===== src/rtl/poison_rf_pkg.sv =====
package poison_rf_pkg;

  typedef enum logic [1:0] {
    WK_ALU  = 2'b00,
    WK_LOAD = 2'b01,
    WK_SPEC = 2'b10,
    WK_NONE = 2'b11
  } wkind_e;

endpackage


===== src/rtl/poison_rf_resolve.sv =====
module poison_rf_resolve
  import poison_rf_pkg::*;
#(
  parameter int XLEN  = 32,
  parameter int CODEW = 8,
  parameter int AW    = 4
) (
  input  logic             clk,
  input  logic             rst_n,
  input  logic             wr_en,
  input  logic [1:0]       wr_kind,
  input  logic [AW-1:0]    wr_addr,
  input  logic [XLEN-1:0]  wr_data,
  input  logic             ld_fault,
  input  logic             ld_fault_vis,
  input  logic [CODEW-1:0] ld_fault_code,
  input  logic [XLEN-1:0]  src_a_data,
  input  logic             src_a_psn,
  input  logic [XLEN-1:0]  src_b_data,
  input  logic             src_b_psn,
  output logic             res_we,
  output logic [AW-1:0]    res_wa,
  output logic [XLEN-1:0]  res_wd,
  output logic             res_wp,
  output logic             trap_valid,
  output logic [CODEW-1:0] trap_code
);

  localparam int PADW = XLEN - CODEW;

  wkind_e kind;
  logic [XLEN-1:0] descr;

  assign kind   = wkind_e'(wr_kind);
  assign descr  = {{PADW{1'b0}}, ld_fault_code};
  assign res_wa = wr_addr;

  always_comb begin
    res_we     = 1'b0;
    res_wd     = wr_data;
    res_wp     = 1'b0;
    trap_valid = 1'b0;
    trap_code  = '0;
    if (wr_en) begin
      case (kind)
        WK_ALU: begin
          res_we = 1'b1;
          if (src_a_psn) begin
            res_wd = src_a_data;
            res_wp = 1'b1;
          end else if (src_b_psn) begin
            res_wd = src_b_data;
            res_wp = 1'b1;
          end
        end
        WK_LOAD: begin
          if (ld_fault) begin
            trap_valid = 1'b1;
            trap_code  = ld_fault_code;
          end else begin
            res_we = 1'b1;
          end
        end
        WK_SPEC: begin
          if (ld_fault && ld_fault_vis) begin
            res_we = 1'b1;
            res_wd = descr;
            res_wp = 1'b1;
          end else if (ld_fault) begin
            trap_valid = 1'b1;
            trap_code  = ld_fault_code;
          end else begin
            res_we = 1'b1;
          end
        end
        default: begin
          res_we = 1'b0;
        end
      endcase
    end
  end

  // A reported fault never also writes the register file
  assert_fault_nowrite_R5: assert property (@(posedge clk) disable iff (!rst_n)
    trap_valid |-> !res_we);

  // A visible speculative fault is deferred, never reported
  assert_visible_deferred_R3: assert property (@(posedge clk) disable iff (!rst_n)
    (wr_en && wr_kind == 2'b10 && ld_fault && ld_fault_vis) |-> (!trap_valid && res_wp));

  // A poisoned ALU source always yields a poisoned result
  assert_alu_inherit_R6: assert property (@(posedge clk) disable iff (!rst_n)
    (wr_en && wr_kind == 2'b00 && (src_a_psn || src_b_psn)) |-> (res_we && res_wp));

endmodule


===== src/rtl/poison_rf_store.sv =====
module poison_rf_store #(
  parameter int NREG = 16,
  parameter int XLEN = 32,
  parameter int AW   = 4
) (
  input  logic                       clk,
  input  logic                       rst_n,
  input  logic                       we,
  input  logic [AW-1:0]              wa,
  input  logic [XLEN-1:0]            wd,
  input  logic                       wp,
  output logic [NREG-1:0][XLEN-1:0]  data_q,
  output logic [NREG-1:0]            psn_q
);

  for (genvar gi = 0; gi < NREG; gi++) begin : g_reg
    logic            en;
    logic [XLEN-1:0] data_d;
    logic            psn_d;

    always_comb begin
      en     = we && (wa == AW'(gi));
      data_d = wd;
      psn_d  = wp;
    end

    always_ff @(posedge clk or negedge rst_n) begin
      if (!rst_n) begin
        data_q[gi] <= '0;
        psn_q[gi]  <= 1'b0;
      end else if (en) begin
        data_q[gi] <= data_d;
        psn_q[gi]  <= psn_d;
      end
    end

    // Entries not addressed by a write keep value and poison
    assert_untouched_stable_R2: assert property (@(posedge clk) disable iff (!rst_n)
      !(we && wa == AW'(gi)) |=> ($stable(data_q[gi]) && $stable(psn_q[gi])));
  end

  // A clean write lands with its data and clears poison
  assert_clean_write_R2: assert property (@(posedge clk) disable iff (!rst_n)
    (we && !wp) |=> (data_q[$past(wa)] == $past(wd) && !psn_q[$past(wa)]));

  // A poisoned write leaves the entry marked
  assert_poison_write_R3: assert property (@(posedge clk) disable iff (!rst_n)
    (we && wp) |=> psn_q[$past(wa)]);

endmodule


===== src/rtl/poison_rf_lookup.sv =====
module poison_rf_lookup #(
  parameter int NREG = 16,
  parameter int XLEN = 32,
  parameter int AW   = 4
) (
  input  logic [NREG-1:0][XLEN-1:0] data_q,
  input  logic [NREG-1:0]           psn_q,
  input  logic [AW-1:0]             addr,
  input  logic                      fwd_we,
  input  logic [AW-1:0]             fwd_wa,
  input  logic [XLEN-1:0]           fwd_wd,
  input  logic                      fwd_wp,
  output logic [XLEN-1:0]           q_data,
  output logic                      q_psn
);

  always_comb begin
    if (fwd_we && fwd_wa == addr) begin
      q_data = fwd_wd;
      q_psn  = fwd_wp;
    end else begin
      q_data = data_q[addr];
      q_psn  = psn_q[addr];
    end
  end

endmodule


===== src/rtl/poison_rf_check.sv =====
module poison_rf_check #(
  parameter int TGTW = 32
) (
  input  logic            clk,
  input  logic            rst_n,
  input  logic            chk_en,
  input  logic            chk_psn,
  input  logic [TGTW-1:0] chk_tgt,
  input  logic            st_valid,
  input  logic            st_spec,
  output logic            redir_valid,
  output logic [TGTW-1:0] redir_tgt,
  output logic            st_accept,
  output logic            st_error
);

  always_comb begin
    redir_valid = chk_en && chk_psn;
    redir_tgt   = redir_valid ? chk_tgt : '0;
    st_accept   = st_valid && !st_spec;
    st_error    = st_valid && st_spec;
  end

  // Redirect only for an enabled check of a poisoned entry, to the given target
  assert_redir_cause_R8: assert property (@(posedge clk) disable iff (!rst_n)
    redir_valid |-> (chk_en && chk_psn && redir_tgt == chk_tgt));

  // Clean check never redirects
  assert_clean_noredir_R7: assert property (@(posedge clk) disable iff (!rst_n)
    (chk_en && !chk_psn) |-> !redir_valid);

  // Speculative store is never accepted
  assert_spec_store_refused_R10: assert property (@(posedge clk) disable iff (!rst_n)
    (st_valid && st_spec) |-> (st_error && !st_accept));

endmodule


===== src/rtl/poison_rf.sv =====
module poison_rf
  import poison_rf_pkg::*;
#(
  parameter int NREG  = 16,
  parameter int XLEN  = 32,
  parameter int CODEW = 8,
  parameter int TGTW  = 32,
  parameter int NRD   = 2,
  parameter int AW    = $clog2(NREG)
) (
  input  logic                      clk,
  input  logic                      rst_n,
  input  logic [NRD-1:0][AW-1:0]    rd_addr,
  output logic [NRD-1:0][XLEN-1:0]  rd_data,
  output logic [NRD-1:0]            rd_psn,
  input  logic                      wr_en,
  input  logic [1:0]                wr_kind,
  input  logic [AW-1:0]             wr_addr,
  input  logic [XLEN-1:0]           wr_data,
  input  logic [AW-1:0]             wr_src_a,
  input  logic [AW-1:0]             wr_src_b,
  input  logic                      ld_fault,
  input  logic                      ld_fault_vis,
  input  logic [CODEW-1:0]          ld_fault_code,
  output logic                      trap_valid,
  output logic [CODEW-1:0]          trap_code,
  input  logic                      chk_en,
  input  logic [AW-1:0]             chk_addr,
  input  logic [TGTW-1:0]           chk_tgt,
  output logic                      redir_valid,
  output logic [TGTW-1:0]           redir_tgt,
  input  logic                      st_valid,
  input  logic                      st_spec,
  output logic                      st_accept,
  output logic                      st_error
);

  logic [NREG-1:0][XLEN-1:0] data_q;
  logic [NREG-1:0]           psn_q;
  logic                      res_we;
  logic [AW-1:0]             res_wa;
  logic [XLEN-1:0]           res_wd;
  logic                      res_wp;
  logic [XLEN-1:0]           chk_data;
  logic                      chk_psn;

  poison_rf_resolve #(.XLEN(XLEN), .CODEW(CODEW), .AW(AW)) u_resolve (
    .clk           (clk),
    .rst_n         (rst_n),
    .wr_en         (wr_en),
    .wr_kind       (wr_kind),
    .wr_addr       (wr_addr),
    .wr_data       (wr_data),
    .ld_fault      (ld_fault),
    .ld_fault_vis  (ld_fault_vis),
    .ld_fault_code (ld_fault_code),
    .src_a_data    (data_q[wr_src_a]),
    .src_a_psn     (psn_q[wr_src_a]),
    .src_b_data    (data_q[wr_src_b]),
    .src_b_psn     (psn_q[wr_src_b]),
    .res_we        (res_we),
    .res_wa        (res_wa),
    .res_wd        (res_wd),
    .res_wp        (res_wp),
    .trap_valid    (trap_valid),
    .trap_code     (trap_code)
  );

  poison_rf_store #(.NREG(NREG), .XLEN(XLEN), .AW(AW)) u_store (
    .clk    (clk),
    .rst_n  (rst_n),
    .we     (res_we),
    .wa     (res_wa),
    .wd     (res_wd),
    .wp     (res_wp),
    .data_q (data_q),
    .psn_q  (psn_q)
  );

  for (genvar gp = 0; gp < NRD; gp++) begin : g_rd
    poison_rf_lookup #(.NREG(NREG), .XLEN(XLEN), .AW(AW)) u_rd (
      .data_q (data_q),
      .psn_q  (psn_q),
      .addr   (rd_addr[gp]),
      .fwd_we (res_we),
      .fwd_wa (res_wa),
      .fwd_wd (res_wd),
      .fwd_wp (res_wp),
      .q_data (rd_data[gp]),
      .q_psn  (rd_psn[gp])
    );
  end

  poison_rf_lookup #(.NREG(NREG), .XLEN(XLEN), .AW(AW)) u_chk_rd (
    .data_q (data_q),
    .psn_q  (psn_q),
    .addr   (chk_addr),
    .fwd_we (res_we),
    .fwd_wa (res_wa),
    .fwd_wd (res_wd),
    .fwd_wp (res_wp),
    .q_data (chk_data),
    .q_psn  (chk_psn)
  );

  poison_rf_check #(.TGTW(TGTW)) u_check (
    .clk         (clk),
    .rst_n       (rst_n),
    .chk_en      (chk_en),
    .chk_psn     (chk_psn),
    .chk_tgt     (chk_tgt),
    .st_valid    (st_valid),
    .st_spec     (st_spec),
    .redir_valid (redir_valid),
    .redir_tgt   (redir_tgt),
    .st_accept   (st_accept),
    .st_error    (st_error)
  );

  // A poisoned entry always carries a descriptor that fits the fault code width
  assert_descr_width_R3: assert property (@(posedge clk) disable iff (!rst_n)
    (chk_psn && !(res_we && res_wa == chk_addr)) |-> (chk_data[XLEN-1:CODEW] == '0));

endmodule


===== config.mk =====
export PLATFORM = sky130hd
export DESIGN_NAME = poison_rf
export DESIGN_NICKNAME = d
export VERILOG_FILES = /design/src/rtl/poison_rf_pkg.sv /design/src/rtl/poison_rf_resolve.sv /design/src/rtl/poison_rf_store.sv /design/src/rtl/poison_rf_lookup.sv /design/src/rtl/poison_rf_check.sv /design/src/rtl/poison_rf.sv
export SDC_FILE = /design/constraint.sdc
export NUM_CORES = 2
export LEC_CHECK = 0
export CORE_MARGIN = 3
export CORE_UTILIZATION = 25
export DETAILED_ROUTE_END_ITERATION = 10
export GPL_ROUTABILITY_DRIVEN = 0
export PLACE_DENSITY_LB_ADDON = 0.3
export REMOVE_ABC_BUFFERS = 1
export SKIP_LAST_GASP = 1
export SLEW_MARGIN = 5
export SYNTH_ARGS = -nofsm -noshare
export SYNTH_HDL_FRONTEND = slang
export SYNTH_SLANG_ARGS = --single-unit

===== constraint.sdc =====
create_clock -name clk -period 6.9 [get_ports clk]
set_clock_uncertainty 0.15 [all_clocks]
set_input_delay 1.38 -clock clk [delete_from_list [all_inputs] [get_ports clk]]
set_output_delay 1.38 -clock clk [all_outputs]
set_load 0.02 [all_outputs]

==> results_dict.tcl <==
set metrics [dict create \
    end_kind "output port" \
    yosys-top-cells-area "mux4_2 37%, dfrtp_1 35%, o21ai_0 6.7%" \
    period_share_pct 95.3 \
    htree_num_levels 2 \
    cp.arrival_ns 5.04 \
    clk_pin_slew_worst_paths_ns 0.06 \
    finalSetupTns_ns 0 \
    busiest_layer "met2" \
    timing.max_cap.violations 0 \
    path_class "input port to output port" \
    clk_path_buf_depth 3 \
    grt_first_pass_wirelength_mm 223 \
    cts_tree "done" \
    wire_per_inst_um 28.1 \
    crit_top_cell "buf_4" \
    path_max_fanout 13 \
    slew_headroom_pct 13.0 \
    routed_wl_mm 151 \
    rows 142 \
    fp.dieW_um 395 \
    initial_utilization_pct 25.2 \
    final.min_clock_period_ns 6.57 \
    crit_chain "clkdlybuf4s50_1 > inv_1 > ha_1 > buf_4 > nand2b_1 > a21o_2 > buf_4 > a21oi_1 > a2111oi_0 > a211oi_2 > buf_4 > o21ai_0 > clkdlybuf4s50_1" \
    syn_inst 3240 \
    final_common_cell "nand2_1" \
    required_ns 5.37 \
    overflow 0 \
    max_freq_mhz 152 \
    layout_common_cells "642 x nand2_1, 627 x mux4_2, 528 x dfrtp_1, 504 x o21ai_0, 191 x clkdlybuf4s50_1" \
    num_vias 30100 \
    synth_area_sq_um 37900 \
    core_sq_um 150000 \
    yosysUniqueCellTypes 58 \
    drc 0 \
    dieArea_sq_um 156000 \
    synth_top_area_share_pct 37.3 \
    ctsHoldBuffers 0 \
    drt_iter0_drc 3005 \
    hold_viol 0 \
    grt_use_met2_pct 30.9 \
    pin_count 216 \
    grt_max_degree 147 \
    crit_buf_inv 6 \
    setup_viol 0 \
    p_leak_nw 17.1 \
    grt_pass1_vias 30700 \
    tightestPinTransition_ns 1.29 \
    powerDensity_nw_per_um2 251 \
    portBuffers 215 \
    synthArstFlopShare_pct 100 \
    synth_edf_count 0 \
    postRouteAntennaNets 0 \
    dp_hpwl_mm 96.1 \
    vdd_drop_max_v 0.000181 \
    seq_area_frac_synth_pct 34.9 \
    use_met1_pct 25.0 \
    yosys.area.top_type "mux4_2" \
    post_cts.repair.setup_buffers 0 \
    hold_path.class "register to register" \
    cts-root-buf "clkbuf_16" \
    cts_resized 0 \
    grtUsageTotal_pct 19.1 \
    rsz0062_at_grt "no" \
    clock_latency_ns 0.67 \
    vias_per_cell 5.61 \
    drive_above_1_share_pct 29.3 \
    firstDrtPassIters 5 \
    cpLargestDelayFamily "buffers and inverters" \
    drv_slew 0 \
    antenna_found_initial 6 \
    die_y_um 395 \
    yosys_warnings 0 \
    cts.sink_count 528 \
    nets 3414 \
    ys_seq_elements 528 \
    syn_to_final_growth_pct 18.0 \
    status "finished, final reports clean" \
    critPathMaxStageDelay_ns 0.67 \
    p_total_w 0.0112 \
    cts_made_buffers 60 \
    synth_ff_type "dfrtp_1" \
    crit_path_top_delay_cell "clkdlybuf4s50_1" \
    fillerInstances 15300 \
    syn_area_per_cell_sq_um 11.7 \
    worst_setup_path_start_kind "input port" \
    met3_usage_pct 3.83 \
]
==> cells by family (layout without fill, tap and decap cells) <==
kind of cell | Yosys count | after routing | share of synthesized area, %
other | 0 | 4 | 0
AO/OA/AOI/OAI | 770 | 770 | 11.8
XOR/XNOR | 12 | 12 | 0.277
flip-flops | 528 | 528 | 34.9
adder cells (fa/ha/maj) | 4 | 4 | 0.132
AND/OR/NAND/NOR | 854 | 854 | 9.20
buffers and inverters | 369 | 482 | 4.16
multiplexers | 703 | 703 | 39.6
==> tightest hold or removal path: cells and delay by family, from the launching register on <==
kind / cells / cell delay (ns)
AND/OR/NAND/NOR: 1 / 0.06
AO/OA/AOI/OAI: 1 / 0.06
flip-flops: 1 / 0.38
==> final timing paths <==
path                                            end                start  depth (start not counted)  slack, ns
worst min register to register  u_store.data_q[209]  u_store.data_q[209]                          2       0.39
worst min-delay path            u_store.data_q[209]  u_store.data_q[209]                          2       0.39
min in group asynchronous       u_store.data_q[430]                rst_n                          1       0.63
worst max-delay path                    rd_data[29]           wr_kind[0]                         13       0.33
max in group asynchronous       u_store.data_q[240]                rst_n                          2       4.56
worst max register to register  u_store.data_q[231]    u_store.psn_q[10]                          7       3.26
==> registers in the layout (all words and copies together) (netlist names) <==
| name | flops |
|---|---|
| u_store.psn_q | 16 |
| u_store.data_q | 512 |
==> power breakdown <==
group | switching (W) | total, W | internal (W)
clock | 0.00145 | 0.00353 | 0.00208
combinational | 0.00146 | 0.00330 | 0.00184
sequential | 0.000733 | 0.00440 | 0.00367
==> final cells by class <==
| type | instances | area, sq um | share of cell area (%) |
|---|---|---|---|
| flip-flops and latches | 528 | 13200 | 29.5 |
| multi-input cells | 2343 | 23300 | 52.2 |
| diodes | 4 | 10.0 | 0.0224 |
| clock inverters | 29 | 437 | 0.976 |
| well taps | 2016 | 2520 | 5.64 |
| clock buffers | 82 | 1690 | 3.77 |
| repair buffers | 363 | 3510 | 7.84 |
| inverters | 8 | 30.0 | 0.0671 |
==> through the flow <==
stage	utilization, %	instances	area (sq um)	hold WS (ns)	worst slack (ns)
6_report	29.8	5373	44700	0.389	0.327
5_1_grt	29.8	5370	44700	0.419	0.0223
4_1_cts	29.8	5369	44700	0.393	0.246
3_5_place_dp	28.3	5258	42600	0.379	0.258
3_3_place_gp	28.3	5258	42600	0.367	0.373
2_1_floorplan	-	2879	36400	0.343	0.404
==> per-layer routing <==
metal  share of wire [%]  up-vias
met4                 4.3        4
met1                  40    15700
met5               0.017        -
li1                    -    12700
met3                 7.9      331
met2                  48     1425
==> synth_stat cells (all sizes together) (4+ instances only) <==
library cell / number
a22oi: 29
xnor2: 8
a32o: 9
a22o: 5
nor4: 10
a211oi: 13
nand3: 7
a211o: 10
o21ai: 519
and2: 11
xor2: 4
nand2: 642
nor2: 99
mux2i: 32
nand4: 14
dfrtp: 528
a21o: 17
inv: 6
nand2b: 8
clkbuf: 242
ha: 4
mux2: 43
o22ai: 8
o2111ai: 6
a21oi: 72
and3: 21
nor2b: 12
o221ai: 53
mux4: 628
or3: 13
a32oi: 5
nor3: 13
buf: 119
o211ai: 11
Power figures use the tool's default switching activity.
